### src/rtl/sdac_pkg.sv
package sdac_pkg;
  localparam int ADDR_W = 4;

  localparam logic [ADDR_W-1:0] CODE_CTRL0  = 4'h8;
  localparam logic [ADDR_W-1:0] CODE_CTRL1  = 4'h9;
  localparam logic [ADDR_W-1:0] CODE_PRESET = 4'hA;
  localparam logic [ADDR_W-1:0] CODE_RSV    = 4'hB;

  typedef struct packed {
    logic shift;
    logic bitVal;
    logic commit;
  } seqStrobe_t;

  typedef enum logic [1:0] {
    ST_IDLE,
    ST_SHIFT,
    ST_HOLD,
    ST_FIRE
  } frameState_t;
endpackage

### src/rtl/sdac_sync.sv
module sdac_sync #(
  parameter int WIDTH = 3,
  parameter int STAGES = 2,
  parameter logic [WIDTH-1:0] RST_VAL = '0
) (
  input  logic             clk,
  input  logic             rst,
  input  logic [WIDTH-1:0] asyncIn,
  output logic [WIDTH-1:0] syncOut
);
  logic [STAGES-1:0][WIDTH-1:0] stg;

  always_ff @(posedge clk) begin
    if (rst) begin
      for (int s = 0; s < STAGES; s++) stg[s] <= RST_VAL;
    end else begin
      stg[0] <= asyncIn;
      for (int s = 1; s < STAGES; s++) stg[s] <= stg[s-1];
    end
  end

  assign syncOut = stg[STAGES-1];
endmodule

### src/rtl/sdac_frame_ctrl.sv
module sdac_frame_ctrl
  import sdac_pkg::*;
#(
  parameter int WORD_W = 16,
  parameter int SYNC_STAGES = 2
) (
  input  logic       clk,
  input  logic       rst,
  input  logic       serClk,
  input  logic       frameN,
  input  logic       serData,
  input  logic       modeSel,
  output seqStrobe_t strb
);
  localparam int CNT_W = $clog2(WORD_W + 1);
  localparam logic [CNT_W-1:0] LAST_BIT = CNT_W'(WORD_W - 1);

  logic [2:0] syncVec;
  logic sclkS, fsS, dinS;
  logic sclkQ, fsQ;
  logic sclkFall, fsFall, fsRise;
  frameState_t state;
  logic [CNT_W-1:0] bitCnt;
  logic armed;
  logic frameMode;

  sdac_sync #(.WIDTH(3), .STAGES(SYNC_STAGES), .RST_VAL(3'b010)) u_sync (
    .clk     (clk),
    .rst     (rst),
    .asyncIn ({serData, frameN, serClk}),
    .syncOut (syncVec)
  );

  assign sclkS = syncVec[0];
  assign fsS   = syncVec[1];
  assign dinS  = syncVec[2];

  assign sclkFall = sclkQ & ~sclkS;
  assign fsFall   = fsQ & ~fsS;
  assign fsRise   = ~fsQ & fsS;

  always_ff @(posedge clk) begin
    if (rst) begin
      state     <= ST_IDLE;
      bitCnt    <= '0;
      armed     <= 1'b0;
      frameMode <= 1'b0;
      strb      <= '0;
      sclkQ     <= 1'b0;
      fsQ       <= 1'b1;
    end else begin
      sclkQ <= sclkS;
      fsQ   <= fsS;
      strb  <= '0;
      case (state)
        ST_IDLE: begin
          if (sclkFall) armed <= 1'b1;
          if (fsFall && (modeSel || armed)) begin
            state     <= ST_SHIFT;
            bitCnt    <= '0;
            armed     <= 1'b0;
            frameMode <= modeSel;
          end
        end
        ST_SHIFT: begin
          if (frameMode && fsRise) begin
            state <= ST_IDLE;
          end else if (sclkFall) begin
            strb.shift  <= 1'b1;
            strb.bitVal <= dinS;
            bitCnt      <= bitCnt + 1'b1;
            if (bitCnt == LAST_BIT) state <= frameMode ? ST_HOLD : ST_FIRE;
          end
        end
        ST_HOLD: begin
          if (fsRise) begin
            strb.commit <= 1'b1;
            state       <= ST_IDLE;
          end
        end
        ST_FIRE: begin
          strb.commit <= 1'b1;
          state       <= ST_IDLE;
        end
        default: state <= ST_IDLE;
      endcase
    end
  end

  // an early rise in controller framing returns to idle without a commit
  a_r2_abort_no_commit: assert property (@(posedge clk) disable iff (rst)
    (state == ST_SHIFT && frameMode && fsRise) |=> (state == ST_IDLE && !strb.commit));

  // a complete controller word waits for the frame line to rise
  a_r3_hold_waits: assert property (@(posedge clk) disable iff (rst)
    (state == ST_HOLD && !fsRise) |=> (state == ST_HOLD && !strb.commit));

  // short-pulse framing commits right after the last bit
  a_r4_auto_commit: assert property (@(posedge clk) disable iff (rst)
    (state == ST_FIRE) |=> (strb.commit && state == ST_IDLE));

  // an unarmed falling frame line in short-pulse framing is ignored
  a_r5_unarmed_ignored: assert property (@(posedge clk) disable iff (rst)
    (state == ST_IDLE && fsFall && !modeSel && !armed) |=> (state == ST_IDLE));

  // the bit counter never passes the word length
  a_r1_count_bound: assert property (@(posedge clk) disable iff (rst)
    bitCnt <= CNT_W'(WORD_W));
endmodule

### src/rtl/sdac_reg_bank.sv
module sdac_reg_bank
  import sdac_pkg::*;
#(
  parameter int DATA_W = 12,
  parameter int NUM_CH = 8
) (
  input  logic                     clk,
  input  logic                     rst,
  input  seqStrobe_t               strb,
  output logic [NUM_CH*DATA_W-1:0] chanFlat,
  output logic [DATA_W-1:0]        ctrl0,
  output logic [DATA_W-1:0]        ctrl1,
  output logic                     updatePulse
);
  localparam int WORD_W = ADDR_W + DATA_W;

  logic [WORD_W-1:0] shiftReg;
  logic [ADDR_W-1:0] addrF;
  logic [DATA_W-1:0] dataF;
  logic isSingle, isPair, isPreset;

  assign addrF    = shiftReg[WORD_W-1 -: ADDR_W];
  assign dataF    = shiftReg[DATA_W-1:0];
  assign isSingle = (addrF[3] == 1'b0);
  assign isPair   = (addrF[3:2] == 2'b11);
  assign isPreset = (addrF == CODE_PRESET);

  always_ff @(posedge clk) begin
    if (rst) begin
      shiftReg <= '0;
    end else if (strb.shift) begin
      shiftReg <= {shiftReg[WORD_W-2:0], strb.bitVal};
    end
  end

  for (genvar ch = 0; ch < NUM_CH; ch++) begin : g_ch
    logic wrEn;
    logic [DATA_W-1:0] val;

    assign wrEn = strb.commit &&
                  ((isSingle && addrF[2:0] == 3'(ch)) ||
                   (isPair && addrF[1:0] == 2'(ch / 2)) ||
                   isPreset);

    always_ff @(posedge clk) begin
      if (rst) val <= '0;
      else if (wrEn) val <= dataF;
    end

    assign chanFlat[ch*DATA_W +: DATA_W] = val;
  end

  always_ff @(posedge clk) begin
    if (rst) begin
      ctrl0       <= '0;
      ctrl1       <= '0;
      updatePulse <= 1'b0;
    end else begin
      updatePulse <= strb.commit && (addrF != CODE_RSV);
      if (strb.commit && addrF == CODE_CTRL0) ctrl0 <= dataF;
      if (strb.commit && addrF == CODE_CTRL1) ctrl1 <= dataF;
    end
  end

  // the update pulse never lasts longer than one cycle
  a_r11_pulse_one_cycle: assert property (@(posedge clk) disable iff (rst)
    updatePulse |=> !updatePulse);

  // the reserved code leaves every register alone
  a_r9_reserved_quiet: assert property (@(posedge clk) disable iff (rst)
    (strb.commit && addrF == CODE_RSV) |=>
      (!updatePulse && $stable(chanFlat) && $stable(ctrl0) && $stable(ctrl1)));

  // preset fills every channel with the data field
  a_r8_preset_all: assert property (@(posedge clk) disable iff (rst)
    (strb.commit && isPreset) |=> (chanFlat == {NUM_CH{$past(dataF)}}));

  // a control write leaves the channels unchanged
  a_r7_ctrl_no_chan: assert property (@(posedge clk) disable iff (rst)
    (strb.commit && (addrF == CODE_CTRL0 || addrF == CODE_CTRL1)) |=> $stable(chanFlat));

  // reset clears the bank
  a_r12_reset_clear: assert property (@(posedge clk)
    rst |=> (chanFlat == '0 && ctrl0 == '0 && ctrl1 == '0 && !updatePulse));
endmodule

### src/rtl/sdac_cmd_if.sv
module sdac_cmd_if
  import sdac_pkg::*;
#(
  parameter int DATA_W = 12,
  parameter int NUM_CH = 8,
  parameter int SYNC_STAGES = 2
) (
  input  logic                     clk,
  input  logic                     rst,
  input  logic                     serClk,
  input  logic                     frameN,
  input  logic                     serData,
  input  logic                     modeSel,
  output logic [NUM_CH*DATA_W-1:0] chanVal,
  output logic [DATA_W-1:0]        ctrlReg0,
  output logic [DATA_W-1:0]        ctrlReg1,
  output logic                     updatePulse
);
  localparam int WORD_W = ADDR_W + DATA_W;

  seqStrobe_t strb;

  sdac_frame_ctrl #(.WORD_W(WORD_W), .SYNC_STAGES(SYNC_STAGES)) u_ctrl (
    .clk     (clk),
    .rst     (rst),
    .serClk  (serClk),
    .frameN  (frameN),
    .serData (serData),
    .modeSel (modeSel),
    .strb    (strb)
  );

  sdac_reg_bank #(.DATA_W(DATA_W), .NUM_CH(NUM_CH)) u_bank (
    .clk         (clk),
    .rst         (rst),
    .strb        (strb),
    .chanFlat    (chanVal),
    .ctrl0       (ctrlReg0),
    .ctrl1       (ctrlReg1),
    .updatePulse (updatePulse)
  );
endmodule

### config.mk
export PLATFORM = sky130hd
export DESIGN_NAME = sdac_cmd_if
export DESIGN_NICKNAME = d
export VERILOG_FILES = /design/src/rtl/sdac_pkg.sv /design/src/rtl/sdac_sync.sv /design/src/rtl/sdac_frame_ctrl.sv /design/src/rtl/sdac_reg_bank.sv /design/src/rtl/sdac_cmd_if.sv
export SDC_FILE = /design/constraint.sdc
export NUM_CORES = 1
export LEC_CHECK = 0
export ABC_AREA = 1
export BUFFER_PORTS_ARGS = -buffer_cell sky130_fd_sc_hd__buf_2
export CAP_MARGIN = 20
export CORE_ASPECT_RATIO = 1.25
export CORE_MARGIN = 2
export CORE_UTILIZATION = 44
export DETAILED_ROUTE_END_ITERATION = 6
export GPL_TIMING_DRIVEN = 0
export PLACE_DENSITY = 0.7
export SYNTH_ARGS = -nofsm -noshare
export SYNTH_HDL_FRONTEND = slang
export SYNTH_SLANG_ARGS = --single-unit
### constraint.sdc
create_clock -name clk -period 3.45 [get_ports clk]
set_clock_uncertainty 0.15 [all_clocks]
set_input_delay 0.345 -clock clk [delete_from_list [all_inputs] [get_ports clk]]
set_output_delay 0.345 -clock clk [all_outputs]
set_load 0.03 [all_outputs]
==> flow_summary_export.csv <==
group,metric,value,unit
sta,worst_pin_slew,786.9,ps
min_path,hold_class,"in -> reg",
sta,maxSlewHeadroom,47.54,%
routing,viasPerCell,4.830,
synthesis,seq_area_frac_synth,54.07,%
worst_setup_path,cp-start-kind,"flip-flop",
floorplanning,die_height,132.5,um
synthesis,ys_warn_count,0,
layout,fin_area,7277,sq um
clock_tree,root_buffer,"clkbuf_16",
routing,drc_errors,0,
layout,antenna_cells,0,
routing,routed_wl,15250,um
clock_tree,cts_setup_buffers,0,
sta,hold_viol,0,
floorplanning,initial_core_util,45.50,%
clock_tree,htree_levels,4,
clock_tree,cts_tree,"built",
layout,drive_above_1_share,22.89,%
routing,drt-pass1-iter-count,6,
floorplanning,top_level_ports,127,
worst_setup_path,cp_slowest_cell,"dfxtp_1",
power_and_ir_drop,max-vdd-ir-drop,0.2914,mV
place,place_ws,1455,ps
worst_setup_path,critPathArrivalTime,1970,ps
worst_setup_path,crit_path_max_incr_delay,500,ps
worst_setup_path,crit_end,"u_bank.g_ch[2].val[8]$_SDFFE_PP0P_",
sta,tns,0,ps
sta,period_share,52.74,%
routing,drt_iter0_drc,286,
synthesis,synthesis.nets,769,
clock_tree,insertion_delay,420,ps
clock_tree,clock_sinks,157,
sta,drv_slew,0,
run_status,status,"complete, no violations",
sta,final-setup-viol-count,0,
layout,final_nets,917,
power_and_ir_drop,p_per_area,557.9,nW/um^2
clock_tree,clk_path_buf_depth,2,
grt,grt_util_all_layers,21.40,%
layout,area_delta_synth_final,25.18,%
sta,fmax,549.6,MHz
routing,ant_nets,0,
place,dpl_cell_area,6654,sq um
place,hpwl,10430,um
clock_tree,cts_buffers,17,
worst_setup_path,cp-startpoint,"u_bank.shiftReg[13]$_SDFFE_PP0P_",
floorplanning,design.core.area,12780,sq um
sta,grt_setup_unrepaired,"false",
worst_setup_path,path_cells,"inv_2 -> nor2_4 -> nand2_1 -> nand2_1 -> nand2_1 -> clkbuf_2 -> o21ai_0 -> nor2_1",
clock_tree,cts_resized,0,
grt,grt_pass1_wl,23740,um
power_and_ir_drop,p_leak,3.495,nW
floorplanning,die_x,106.8,um
routing,wl_per_cell,13.99,um
place,io_buffer_count,126,
floorplanning,die-area,14150,sq um
sta,post-route-min-period,1819,ps
floorplanning,fp-row-count,46,
worst_setup_path,critPathKind,"reg -> reg",
sta,fin_ws,1631,ps
worst_setup_path,path_max_fanout,10,
synthesis,netlist-cell-type-count,28,
grt,overflow,0,
place,gp_congestion,0.8814,
worst_setup_path,path_common_cell,"nand2_1",
routing,routed-via-count,5265,
worst_setup_path,regToRegSetupSlack,1630,ps
synthesis,syn_inst,761,
worst_setup_path,crit_path_end_kind,"flip-flop",
grt,first_global_vias,4691,
clock_tree,clk_pin_slew,60,ps
worst_setup_path,r2r-start,"u_bank.shiftReg[13]$_SDFFE_PP0P_",
job,maxCapViolations,0,
worst_setup_path,reg2reg_to,"u_bank.g_ch[2].val[8]$_SDFFE_PP0P_",
synthesis,syn_area_per_cell,7.639,sq um
synthesis,synth_seq_cells,157,
worst_setup_path,r2r_cells,8,
worst_setup_path,required,3600,ps
power_and_ir_drop,finalPower,4.060,mW
synthesis,netlist_area,5813,sq um
grt,grt_max_degree,17,
grt,antenna_found_initial,0,
synth_stat cells, drive strengths merged:
library cell / instances / area share [%]
a211oi: 1 / 0.13
a21oi: 10 / 0.86
and2: 1 / 0.11
buf: 20 / 2.7
clkbuf: 32 / 2.1
dfxtp: 157 / 54
ha: 2 / 0.43
inv: 39 / 2.5
nand2: 43 / 3.3
nand3: 8 / 0.86
nand4: 1 / 0.11
nor2: 294 / 19
nor3: 5 / 0.60
o21ai: 145 / 13
or2: 3 / 0.32
kinds of logic (layout without fill, tap and decap cells):
group	after synthesis	after routing	share of synthesized area, %
buf+inv	91	252	7.382
compound gates	156	156	13.67
simple gates	355	355	24.45
fa+ha+maj	2	2	0.4304
flops	157	157	54.07
power breakdown:
part	total, mW	internal, mW	switching [mW]
Clock	1.88	1.15	0.722
Sequential	1.89	1.86	0.0321
Combinational	0.292	0.0935	0.199
cells in the final DEF, fill, tap and decap left out, types with 8 or more instances in the layout:
master / instances
buf_2: 133
clkbuf_16: 17
inv_2: 12
buf_6: 8
a21oi_1: 10
dfxtp_1: 157
o21ai_1: 38
nand2_2: 8
o21ai_0: 104
inv_1: 27
clkbuf_1: 32
nor2_1: 291
nand2_1: 34
per-layer routing:
| layer | share of wire [%] | wire (um) | vias up | GRT usage (%) |
|---|---|---|---|---|
| met3 | 6.1 | 932 | 29 | 4.433 |
| met5 | 0 | 0 | - | 0 |
| li1 | - | - | 2701 | - |
| met1 | 43 | 6598 | 2369 | 27.47 |
| met4 | 1.9 | 293 | 0 | 7.648 |
| met2 | 49 | 7424 | 166 | 35.53 |
layout make-up:
class / count / area (sq um)
Buffer: 52 / 282.8
Clock buffer: 21 / 450.4
Inverter: 39 / 146.4
Tap cell: 168 / 210.2
Fill cell: 1285 / 5500
Sequential cell: 157 / 3143
Timing Repair Buffer: 129 / 660.6
Multi-Input combinational cell: 513 / 2241
Clock inverter: 11 / 142.6
state kept, by name, summed over array words and instances (netlist names):
register               flops
u_ctrl.bitCnt              5
u_bank.ctrl0              12
u_ctrl.strb                3
u_ctrl.fsQ                 1
u_bank.shiftReg           16
u_ctrl.u_sync.stg          3
u_ctrl.u_sync.syncOut      3
u_ctrl.state               2
u_bank.g_ch.val           96
u_ctrl.armed               1
u_ctrl.sclkQ               1
u_bank.updatePulse         1
u_ctrl.frameMode           1
u_bank.ctrl1              12
through the flow:
step / hold WS [ps] / util, % / instances
3_3_place_gp: 241.4 / 52.08 / 1055
5_1_grt: 50.16 / 56.95 / 1090
4_1_cts: 10.43 / 56.95 / 1090
6_report: 21.97 / 56.95 / 1090
3_5_place_dp: 248.0 / 52.08 / 1055
2_1_floorplan: 238.3 / - / 761
how the worst min path moves through the flow:
stage,startpoint,end,slack (ps),depth (start not counted)
floorplan,u_ctrl.u_sync.stg[0]$_SDFF_PP0_,u_ctrl.u_sync.syncOut[0]$_SDFF_PP0_,240,2
global placement,u_ctrl.u_sync.stg[1]$_SDFF_PP1_,u_ctrl.u_sync.syncOut[1]$_SDFF_PP1_,240,1
detailed placement,u_ctrl.u_sync.stg[0]$_SDFF_PP0_,u_ctrl.u_sync.syncOut[0]$_SDFF_PP0_,250,2
CTS,rst,u_ctrl.strb[2]$_SDFF_PP0_,10,2
global route,rst,u_ctrl.u_sync.syncOut[1]$_SDFF_PP1_,50,2
finish,rst,u_ctrl.strb[2]$_SDFF_PP0_,20,2
repair_timing:
item	4_1_cts	5_1_grt
hold buffers	3	0
setup endpoints to repair	0	0
endpoints found under the hold margin	3	0
worst max-delay path, delay by kind of cell, from the launching register on:
family          cells  cell delay [ps]
compound gates      1              230
buf+inv             2              290
flops               1              500
simple gates        5              520
No activity file was read; power rests on OpenSTA's default activity.
